$ cat config.mk
export PLATFORM = sky130hd
export DESIGN_NAME = dwp_unit
export DESIGN_NICKNAME = d
export VERILOG_FILES = /design/src/rtl/dwp_pkg.sv /design/src/rtl/dwp_regs.sv /design/src/rtl/dwp_counters.sv /design/src/rtl/dwp_cmp.sv /design/src/rtl/dwp_sampler.sv /design/src/rtl/dwp_unit.sv
export SDC_FILE = /design/constraint.sdc
export NUM_CORES = 1
export LEC_CHECK = 0
export BUFFER_PORTS_ARGS = -buffer_cell sky130_fd_sc_hd__clkbuf_2
export CORE_MARGIN = 4
export CORE_UTILIZATION = 59
export CTS_CLUSTER_DIAMETER = 80
export DETAILED_ROUTE_END_ITERATION = 8
export PLACE_DENSITY_LB_ADDON = 0.05
export RECOVER_POWER = 50
export SLEW_MARGIN = 20
export SYNTH_ARGS = -nofsm -noshare
export SYNTH_HDL_FRONTEND = slang
export SYNTH_HIERARCHICAL = 1
export SYNTH_SLANG_ARGS = --single-unit
$ cat constraint.sdc
create_clock -name clk -period 4.6 [get_ports clk]
set_input_delay 0.23 -clock clk [delete_from_list [all_inputs] [get_ports clk]]
set_output_delay 0.23 -clock clk [all_outputs]
set_load 0.05 [all_outputs]
$ cat src/rtl/dwp_pkg.sv
package dwp_pkg;
    localparam int DATA_W   = 32;
    localparam int MASK_W   = 4;
    localparam int REG_AW   = 6;
    localparam int NSMALL   = 5;
    localparam int NEVT     = NSMALL + 1;
    localparam int PRE_W    = 10;

    localparam int REG_CTRL     = 0;
    localparam int REG_CYC      = 1;
    localparam int REG_CNT0     = 2;
    localparam int REG_CMP_BASE = 8;
    localparam int REG_CMP_STEP = 4;

    typedef enum logic [1:0] {
        ACT_OFF    = 2'd0,
        ACT_HALT   = 2'd1,
        ACT_PC_SMP = 2'd2,
        ACT_DA_SMP = 2'd3
    } act_e;

    typedef enum logic [1:0] {
        SRC_PC    = 2'd0,
        SRC_DADDR = 2'd1,
        SRC_CYC   = 2'd2,
        SRC_DVAL  = 2'd3
    } src_e;

    typedef struct packed {
        src_e src;
        act_e act;
    } func_t;

    typedef struct packed {
        logic       irq_en;
        logic [3:0] post;
        logic       rsel;
        logic       psmp;
        logic       en;
    } ctrl_t;

    function automatic logic [DATA_W-1:0] low_mask(input logic [MASK_W-1:0] n);
        return (DATA_W'(1) << n) - DATA_W'(1);
    endfunction

    function automatic logic [DATA_W-1:0] ctrl_to_word(input ctrl_t c);
        return {23'd0, c.irq_en, c.post, 1'b0, c.rsel, c.psmp, c.en};
    endfunction
endpackage

$ cat src/rtl/dwp_regs.sv
module dwp_regs
    import dwp_pkg::*;
#(
    parameter int NUM_CMP = 4
) (
    input  logic                             clk,
    input  logic                             rst,
    input  logic                             we,
    input  logic [REG_AW-1:0]                addr,
    input  logic [DATA_W-1:0]                wdata,
    output ctrl_t                            ctrl,
    output logic [NUM_CMP-1:0][DATA_W-1:0]   cmp_val,
    output logic [NUM_CMP-1:0][MASK_W-1:0]   cmp_mask,
    output func_t [NUM_CMP-1:0]              cmp_func
);
    always_ff @(posedge clk) begin
        if (rst) begin
            ctrl <= '0;
        end else if (we && addr == REG_AW'(REG_CTRL)) begin
            ctrl <= '{irq_en: wdata[8], post: wdata[7:4], rsel: wdata[2],
                      psmp: wdata[1], en: wdata[0]};
        end
    end

    for (genvar i = 0; i < NUM_CMP; i++) begin : g_cmp
        localparam int BASE = REG_CMP_BASE + REG_CMP_STEP * i;
        logic [DATA_W-1:0] val_q;
        logic [MASK_W-1:0] mask_q;
        func_t             func_q;

        always_ff @(posedge clk) begin
            if (rst) begin
                val_q  <= '0;
                mask_q <= '0;
                func_q <= '0;
            end else if (we) begin
                if (addr == REG_AW'(BASE))     val_q  <= wdata;
                if (addr == REG_AW'(BASE + 1)) mask_q <= wdata[MASK_W-1:0];
                if (addr == REG_AW'(BASE + 2)) func_q <= func_t'(wdata[3:0]);
            end
        end

        assign cmp_val[i]  = val_q;
        assign cmp_mask[i] = mask_q;
        assign cmp_func[i] = func_q;
    end
endmodule

$ cat src/rtl/dwp_counters.sv
module dwp_counters
    import dwp_pkg::*;
#(
    parameter int EVT_W = 8
) (
    input  logic                           clk,
    input  logic                           rst,
    input  logic                           en,
    input  logic                           we,
    input  logic [REG_AW-1:0]              addr,
    input  logic [DATA_W-1:0]              wdata,
    input  logic [NSMALL-1:0]              inc,
    output logic [DATA_W-1:0]              cyc,
    output logic [NSMALL-1:0][EVT_W-1:0]   cnt,
    output logic [NEVT-1:0]                ovf
);
    logic cyc_ovf;

    always_ff @(posedge clk) begin
        if (rst) begin
            cyc     <= '0;
            cyc_ovf <= 1'b0;
        end else if (we && addr == REG_AW'(REG_CYC)) begin
            cyc     <= wdata;
            cyc_ovf <= 1'b0;
        end else if (en) begin
            cyc     <= cyc + DATA_W'(1);
            cyc_ovf <= &cyc;
        end else begin
            cyc_ovf <= 1'b0;
        end
    end

    assign ovf[0] = cyc_ovf;

    for (genvar k = 0; k < NSMALL; k++) begin : g_cnt
        logic [EVT_W-1:0] c_q;
        logic             o_q;

        always_ff @(posedge clk) begin
            if (rst) begin
                c_q <= '0;
                o_q <= 1'b0;
            end else if (we && addr == REG_AW'(REG_CNT0 + k)) begin
                c_q <= wdata[EVT_W-1:0];
                o_q <= 1'b0;
            end else if (en && inc[k]) begin
                c_q <= c_q + EVT_W'(1);
                o_q <= &c_q;
            end else begin
                o_q <= 1'b0;
            end
        end

        assign cnt[k]   = c_q;
        assign ovf[k+1] = o_q;
    end
endmodule

$ cat src/rtl/dwp_cmp.sv
module dwp_cmp
    import dwp_pkg::*;
#(
    parameter int IDX = 0
) (
    input  logic              en,
    input  logic [DATA_W-1:0] val,
    input  logic [MASK_W-1:0] mask,
    input  func_t             func,
    input  logic              pc_valid,
    input  logic [DATA_W-1:0] pc,
    input  logic              da_valid,
    input  logic [DATA_W-1:0] daddr,
    input  logic [DATA_W-1:0] dval,
    input  logic [DATA_W-1:0] cyc,
    output logic              hit
);
    localparam bit CYC_OK  = (IDX == 0);
    localparam bit DVAL_OK = (IDX == 1);

    logic [DATA_W-1:0] care;
    logic              raw;

    always_comb begin
        care = ~low_mask(mask);
        unique case (func.src)
            SRC_PC:    raw = pc_valid && (((pc ^ val) & care) == '0);
            SRC_DADDR: raw = da_valid && (((daddr ^ val) & care) == '0);
            SRC_CYC:   raw = CYC_OK && (cyc == val);
            SRC_DVAL:  raw = DVAL_OK && da_valid && (dval == val);
            default:   raw = 1'b0;
        endcase
        hit = en && (func.act != ACT_OFF) && raw;
    end
endmodule

$ cat src/rtl/dwp_sampler.sv
module dwp_sampler
    import dwp_pkg::*;
#(
    parameter int NUM_CMP = 4,
    parameter int IRQ_W   = 9
) (
    input  logic               clk,
    input  logic               rst,
    input  ctrl_t              ctrl,
    input  logic [NUM_CMP-1:0] hit,
    input  act_e [NUM_CMP-1:0] act,
    input  logic [DATA_W-1:0]  pc,
    input  logic [DATA_W-1:0]  daddr,
    input  logic               irq_entry,
    input  logic               irq_exit,
    input  logic [IRQ_W-1:0]   irq_num,
    output logic               halt_req,
    output logic               smp_valid,
    output logic               smp_is_daddr,
    output logic [DATA_W-1:0]  smp_data,
    output logic               irq_evt_valid,
    output logic               irq_evt_exit,
    output logic [IRQ_W-1:0]   irq_evt_num
);
    logic             any_halt;
    logic             sel_hit;
    logic             sel_da;
    logic [PRE_W-1:0] pre_q;
    logic [3:0]       post_q;
    logic [PRE_W-1:0] pre_last;
    logic             run;
    logic             per_fire;

    always_comb begin
        any_halt = 1'b0;
        sel_hit  = 1'b0;
        sel_da   = 1'b0;
        for (int i = NUM_CMP - 1; i >= 0; i--) begin
            if (hit[i] && act[i] == ACT_HALT) any_halt = 1'b1;
            if (hit[i] && (act[i] == ACT_PC_SMP || act[i] == ACT_DA_SMP)) begin
                sel_hit = 1'b1;
                sel_da  = (act[i] == ACT_DA_SMP);
            end
        end
    end

    assign run      = ctrl.en && ctrl.psmp;
    assign pre_last = ctrl.rsel ? PRE_W'(1023) : PRE_W'(63);
    assign per_fire = run && (pre_q == pre_last) && (post_q == ctrl.post);

    always_ff @(posedge clk) begin
        if (rst || !run) begin
            pre_q  <= '0;
            post_q <= '0;
        end else if (pre_q >= pre_last) begin
            pre_q  <= '0;
            post_q <= (post_q == ctrl.post) ? 4'd0 : post_q + 4'd1;
        end else begin
            pre_q <= pre_q + PRE_W'(1);
        end
    end

    always_ff @(posedge clk) begin
        if (rst) begin
            halt_req      <= 1'b0;
            smp_valid     <= 1'b0;
            smp_is_daddr  <= 1'b0;
            smp_data      <= '0;
            irq_evt_valid <= 1'b0;
            irq_evt_exit  <= 1'b0;
            irq_evt_num   <= '0;
        end else begin
            halt_req  <= any_halt;
            smp_valid <= sel_hit || per_fire;
            if (sel_hit) begin
                smp_is_daddr <= sel_da;
                smp_data     <= sel_da ? daddr : pc;
            end else if (per_fire) begin
                smp_is_daddr <= 1'b0;
                smp_data     <= pc;
            end
            irq_evt_valid <= ctrl.en && ctrl.irq_en && (irq_entry || irq_exit);
            irq_evt_exit  <= !irq_entry;
            irq_evt_num   <= irq_num;
        end
    end
endmodule

$ cat src/rtl/dwp_unit.sv
module dwp_unit
    import dwp_pkg::*;
#(
    parameter int NUM_CMP = 4,
    parameter int EVT_W   = 8,
    parameter int IRQ_W   = 9
) (
    input  logic                clk,
    input  logic                rst,
    input  logic                cfg_we,
    input  logic [REG_AW-1:0]   cfg_addr,
    input  logic [DATA_W-1:0]   cfg_wdata,
    output logic [DATA_W-1:0]   cfg_rdata,
    input  logic                obs_pc_valid,
    input  logic [DATA_W-1:0]   obs_pc,
    input  logic                obs_da_valid,
    input  logic [DATA_W-1:0]   obs_daddr,
    input  logic [DATA_W-1:0]   obs_dval,
    input  logic                obs_fold,
    input  logic                obs_lsu,
    input  logic                obs_sleep,
    input  logic                obs_cpi,
    input  logic                obs_exc,
    input  logic                obs_irq_entry,
    input  logic                obs_irq_exit,
    input  logic [IRQ_W-1:0]    obs_irq_num,
    output logic                halt_req,
    output logic                smp_valid,
    output logic                smp_is_daddr,
    output logic [DATA_W-1:0]   smp_data,
    output logic [NEVT-1:0]     ovf_evt,
    output logic                irq_evt_valid,
    output logic                irq_evt_exit,
    output logic [IRQ_W-1:0]    irq_evt_num
);
    ctrl_t                           ctrl;
    logic [NUM_CMP-1:0][DATA_W-1:0]  cmp_val;
    logic [NUM_CMP-1:0][MASK_W-1:0]  cmp_mask;
    func_t [NUM_CMP-1:0]             cmp_func;
    act_e  [NUM_CMP-1:0]             cmp_act;
    logic [NUM_CMP-1:0]              cmp_hit;
    logic [DATA_W-1:0]               cyc_cnt;
    logic [NSMALL-1:0][EVT_W-1:0]    small_cnt;
    logic                            glb_en;

    assign glb_en = ctrl.en;

    dwp_regs #(.NUM_CMP(NUM_CMP)) u_regs (
        .clk, .rst, .we(cfg_we), .addr(cfg_addr), .wdata(cfg_wdata),
        .ctrl, .cmp_val, .cmp_mask, .cmp_func
    );

    dwp_counters #(.EVT_W(EVT_W)) u_cnt (
        .clk, .rst, .en(glb_en), .we(cfg_we), .addr(cfg_addr), .wdata(cfg_wdata),
        .inc({obs_exc, obs_cpi, obs_sleep, obs_lsu, obs_fold}),
        .cyc(cyc_cnt), .cnt(small_cnt), .ovf(ovf_evt)
    );

    for (genvar i = 0; i < NUM_CMP; i++) begin : g_cmp
        dwp_cmp #(.IDX(i)) u_cmp (
            .en(glb_en), .val(cmp_val[i]), .mask(cmp_mask[i]), .func(cmp_func[i]),
            .pc_valid(obs_pc_valid), .pc(obs_pc), .da_valid(obs_da_valid),
            .daddr(obs_daddr), .dval(obs_dval), .cyc(cyc_cnt), .hit(cmp_hit[i])
        );
        assign cmp_act[i] = cmp_func[i].act;
    end

    dwp_sampler #(.NUM_CMP(NUM_CMP), .IRQ_W(IRQ_W)) u_smp (
        .clk, .rst, .ctrl, .hit(cmp_hit), .act(cmp_act), .pc(obs_pc), .daddr(obs_daddr),
        .irq_entry(obs_irq_entry), .irq_exit(obs_irq_exit), .irq_num(obs_irq_num),
        .halt_req, .smp_valid, .smp_is_daddr, .smp_data,
        .irq_evt_valid, .irq_evt_exit, .irq_evt_num
    );

    always_comb begin
        cfg_rdata = '0;
        if (cfg_addr == REG_AW'(REG_CTRL)) cfg_rdata = ctrl_to_word(ctrl);
        if (cfg_addr == REG_AW'(REG_CYC))  cfg_rdata = cyc_cnt;
        for (int k = 0; k < NSMALL; k++) begin
            if (cfg_addr == REG_AW'(REG_CNT0 + k)) cfg_rdata = DATA_W'(small_cnt[k]);
        end
        for (int i = 0; i < NUM_CMP; i++) begin
            if (cfg_addr == REG_AW'(REG_CMP_BASE + REG_CMP_STEP * i))
                cfg_rdata = cmp_val[i];
            if (cfg_addr == REG_AW'(REG_CMP_BASE + REG_CMP_STEP * i + 1))
                cfg_rdata = DATA_W'(cmp_mask[i]);
            if (cfg_addr == REG_AW'(REG_CMP_BASE + REG_CMP_STEP * i + 2))
                cfg_rdata = DATA_W'(cmp_func[i]);
        end
    end
endmodule

==> impl_metrics.csv <==
group,metric,value,unit
route,ant_nets,0,
yosys,synth.avg_cell_area,8.78,sq um
route,vias_per_cell,6.98,
floorplan,die_x,198,um
pwr,power-per-cell-area,264,nW/um^2
sta,slew_viol_final,106,
yosys,synth_top_area_frac,0.286,
final_layout,seq_area,6130,sq um
floorplan,die_h,198,um
final_layout,most-common-layout-cells,"dfxtp_1 (306), nand2b_1 (207), xnor2_1 (204)",
clocking,clk_latency,0.57,ns
yosys,ys_async_sr_fraction,0,
yosys,synth-edff-count,0,
final_layout,nets,2803,
clocking,cts_tree,"done",
clocking,clock-sinks,306,
sta,tightest_slew,3.68,ns
global_routing,grt_pass1_vias,19900,
floorplan,row_count,69,
yosys,syn-cell-area,21400,sq um
pwr,finalPower,6.35,mW
pwr,ir_worst_vdd,0.330,mV
sta,tns,0,ns
setup_path,cp_data_arrival_time,4.83,ns
sta,timing.fmax,229,MHz
sta,period_needed,4.36,ns
worst_hold_path,min_path_cells,3,
yosys,yosysWarningCount,6,
worst_hold_path,hp-start,"cfg_wdata[24]",
final_layout,fill_cells,2861,
route,firstDrtPassIters,9,
pwr,power_leakage,9.57,nW
sta,relSlewSlack,-1.46,
worst_hold_path,hold_class,"in2reg",
worst_hold_path,holdPathEnd,"u_cnt/cyc[24]",
yosys,yosysSeqAreaShare,0.286,
run_status,status,"finished, violations left",
sta,finalCritPeriodShare,0.948,
global_routing,grt_pass1_wl,128,mm
final_layout,multi_input_area,14200,sq um
yosys,synth_ff_type,"dfxtp_1",
yosys,synth_nets,2614,
yosys,ys_seq_elements,306,
final_layout,drive_gt1_frac,0.135,
sta,hold_violations,0,
setup_path,reg2regPathDepth,16,
route,drc,14,
global_routing,grt_max_degree,168,
route,wire_per_inst,28.4,um
setup_path,cp_max_fo,32,
setup_path,slowest_stage,"nor3_1",
yosys,ys_types,99,
clocking,h-tree-depth,2,
setup_path,worstReg2RegEnd,"u_smp/smp_data[23]",
yosys,synth.area.top_cells,"dfxtp_1 (29%), mux2i_1 (8.4%), xnor2_1 (8.3%), xor2_1 (8.0%), nand2b_1 (6.0%)",
place,placed_area,22600,sq um
setup_path,path_cells,"buf_4 > nor2_1 > nand3b_1 > ha_1 > buf_4 > nand2b_1 > nor3_1 > a21oi_1 > or3_1 > or4_1 > a2bb2oi_2 > nand2_1 > mux2_2 > buf_4 > nand3_1 > a311oi_1",
setup_path,regToRegSetupSlack,0.24,ns
clocking,cts-root-buf,"clkbuf_16",
setup_path,critPathLaunchType,"register",
clocking,cts-buffers-inserted,36,
yosys,yosysTopAreaCell,"dfxtp_1",
place,numPortBuffers,238,
final_layout,num_antenna_cells,0,
setup_path,critPathMaxStageDelay,0.43,ns
clocking,clockBufferDepth,3,
final_layout,syn_to_final_growth,12.5,%
setup_path,crit_type,"reg2reg",
clocking,clk_pin_slew,0.06,ns
setup_path,startpoint,"u_regs/g_cmp[0].mask_q[1]",
yosys,synth_cells,2439,
place,gp_congestion,1.01,
global_routing,grt_use_total,0.426,
setup_path,rr_startpoint,"u_regs/g_cmp[0].mask_q[1]",
final_layout,fin_area,24100,sq um
floorplan,core,35700,sq um
route,drt-total-wl,88.4,mm
floorplan,ioPinCount,239,
sta,finalSetupViolCount,0,
sta,rsz0062_at_grt,"no",
setup_path,crit_top_cell,"buf_4",
global_routing,grt_antenna_before_repair,2,
place,dp_hpwl,65.2,mm
final_layout,fin_util,0.676,
sta,worst_clock_skew,0.0211,ns
sta,worst_hold_slack,0.0214,ns
global_routing,gr-total-overflow,0,
clocking,post_cts_buffers,0,
final_layout,final_common_cell,"dfxtp_1",
setup_path,cp-end-kind,"register",
floorplan,die-area,39400,sq um
floorplan,initial_core_util,0.600,
route,drt-initial-drc-count,3591,
setup_path,required,5.07,ns
route,dr_total_vias,21700,
run_status,violations,"design-rule violations, max-capacitance violations, max-slew violations",
flow_run,max_cap_violations,1,
-- area by class of cell --
cell class                      instances  share of cell area
Sequential cell                       306               0.254
Clock inverter                         13             0.00743
Inverter                               30             0.00467
Tap cell                              461              0.0239
Timing Repair Buffer                  328              0.0791
Clock buffer                           49              0.0423
Multi-Input combinational cell       1926               0.588
-- power breakdown --
| group | internal [mW] | switching (mW) |
|---|---|---|
| Combinational | 0.255 | 0.450 |
| Sequential | 2.67 | 0.0250 |
| Clock | 1.73 | 1.22 |
| Total | 4.65 | 1.70 |
-- worst max-delay path, delay by kind of cell (launching register included) --
kind / cells / cell delay, ns
multiplexers: 1 / 0.25
flip-flops: 1 / 0.33
adder cells (fa/ha/maj): 1 / 0.17
AO/OA/AOI/OAI: 3 / 0.72
buffers and inverters: 3 / 0.83
AND/OR/NAND/NOR: 8 / 1.93
-- Yosys cell counts (30+ instances only) --
cell / count
nor4_1: 32
nand3_1: 105
nand4_1: 58
dfxtp_1: 306
nor3_1: 32
inv_1: 30
a22oi_1: 41
clkbuf_1: 87
nor2_1: 150
a311oi_1: 70
a21oi_1: 52
xor2_1: 195
a222oi_1: 31
buf_2: 35
nand2_1: 101
xnor2_1: 204
nand2b_1: 207
o21ai_0: 74
mux2i_1: 179
a211oi_1: 67
-- routing by layer --
layer / vias up / GRT usage / part of all wire
li1: 9306 / - / -
met4: 0 / 0.188 / 0.056
met5: - / 0 / 0
met3: 324 / 0.107 / 0.13
met2: 1667 / 0.638 / 0.43
met1: 10400 / 0.584 / 0.39
-- sequential cells by signal, summed over array words and instances (netlist names), 8 cells and up --
| name | flops |
|---|---|
| u_regs/cmp_func | 16 |
| u_smp/smp_data | 32 |
| u_regs/g_cmp.mask_q | 16 |
| u_smp/pre_q | 10 |
| u_regs/ctrl | 8 |
| u_cnt/g_cnt.c_q | 40 |
| u_smp/irq_evt_num | 9 |
| u_regs/g_cmp.val_q | 128 |
| u_cnt/cyc | 32 |
-- repair_timing --
item | 4_1_cts | 5_1_grt
endpoints found under the setup margin | 0 | 9
resized for setup | 0 | 1
hold buffers | 33 | 0
hold endpoints to repair | 33 | 0
-- cell families (layout without fill, tap and decap cells) --
group,after synthesis,count (layout),synth area share
fa+ha+maj,20,20,0.0117
compound gates,489,489,0.172
xor+xnor,399,399,0.163
buf+inv,207,420,0.0528
simple gates,827,827,0.221
flops,306,306,0.286
mux,191,191,0.0932
-- metrics by stage --
stage | setup WS (ns) | instances
6_report | 0.237 | 3113
5_1_grt | 0.0977 | 3113
4_1_cts | 0.465 | 3113
3_5_place_dp | 0.491 | 3018
3_3_place_gp | 0.601 | 3018
2_1_floorplan | 0.774 | 2439
-- worst max-delay path by stage --
stage,endpoint,slack [ns],cells past startpoint
global route,u_smp/smp_data[18],0.1,14
detailed placement,u_smp/smp_data[29],0.49,16
floorplan,u_smp/smp_data[21],0.77,15
global placement,u_smp/smp_data[13],0.60,16
CTS,u_smp/smp_data[23],0.47,16
finish,u_smp/smp_data[23],0.24,16
Note: power is estimated with default switching activity, not from simulation.
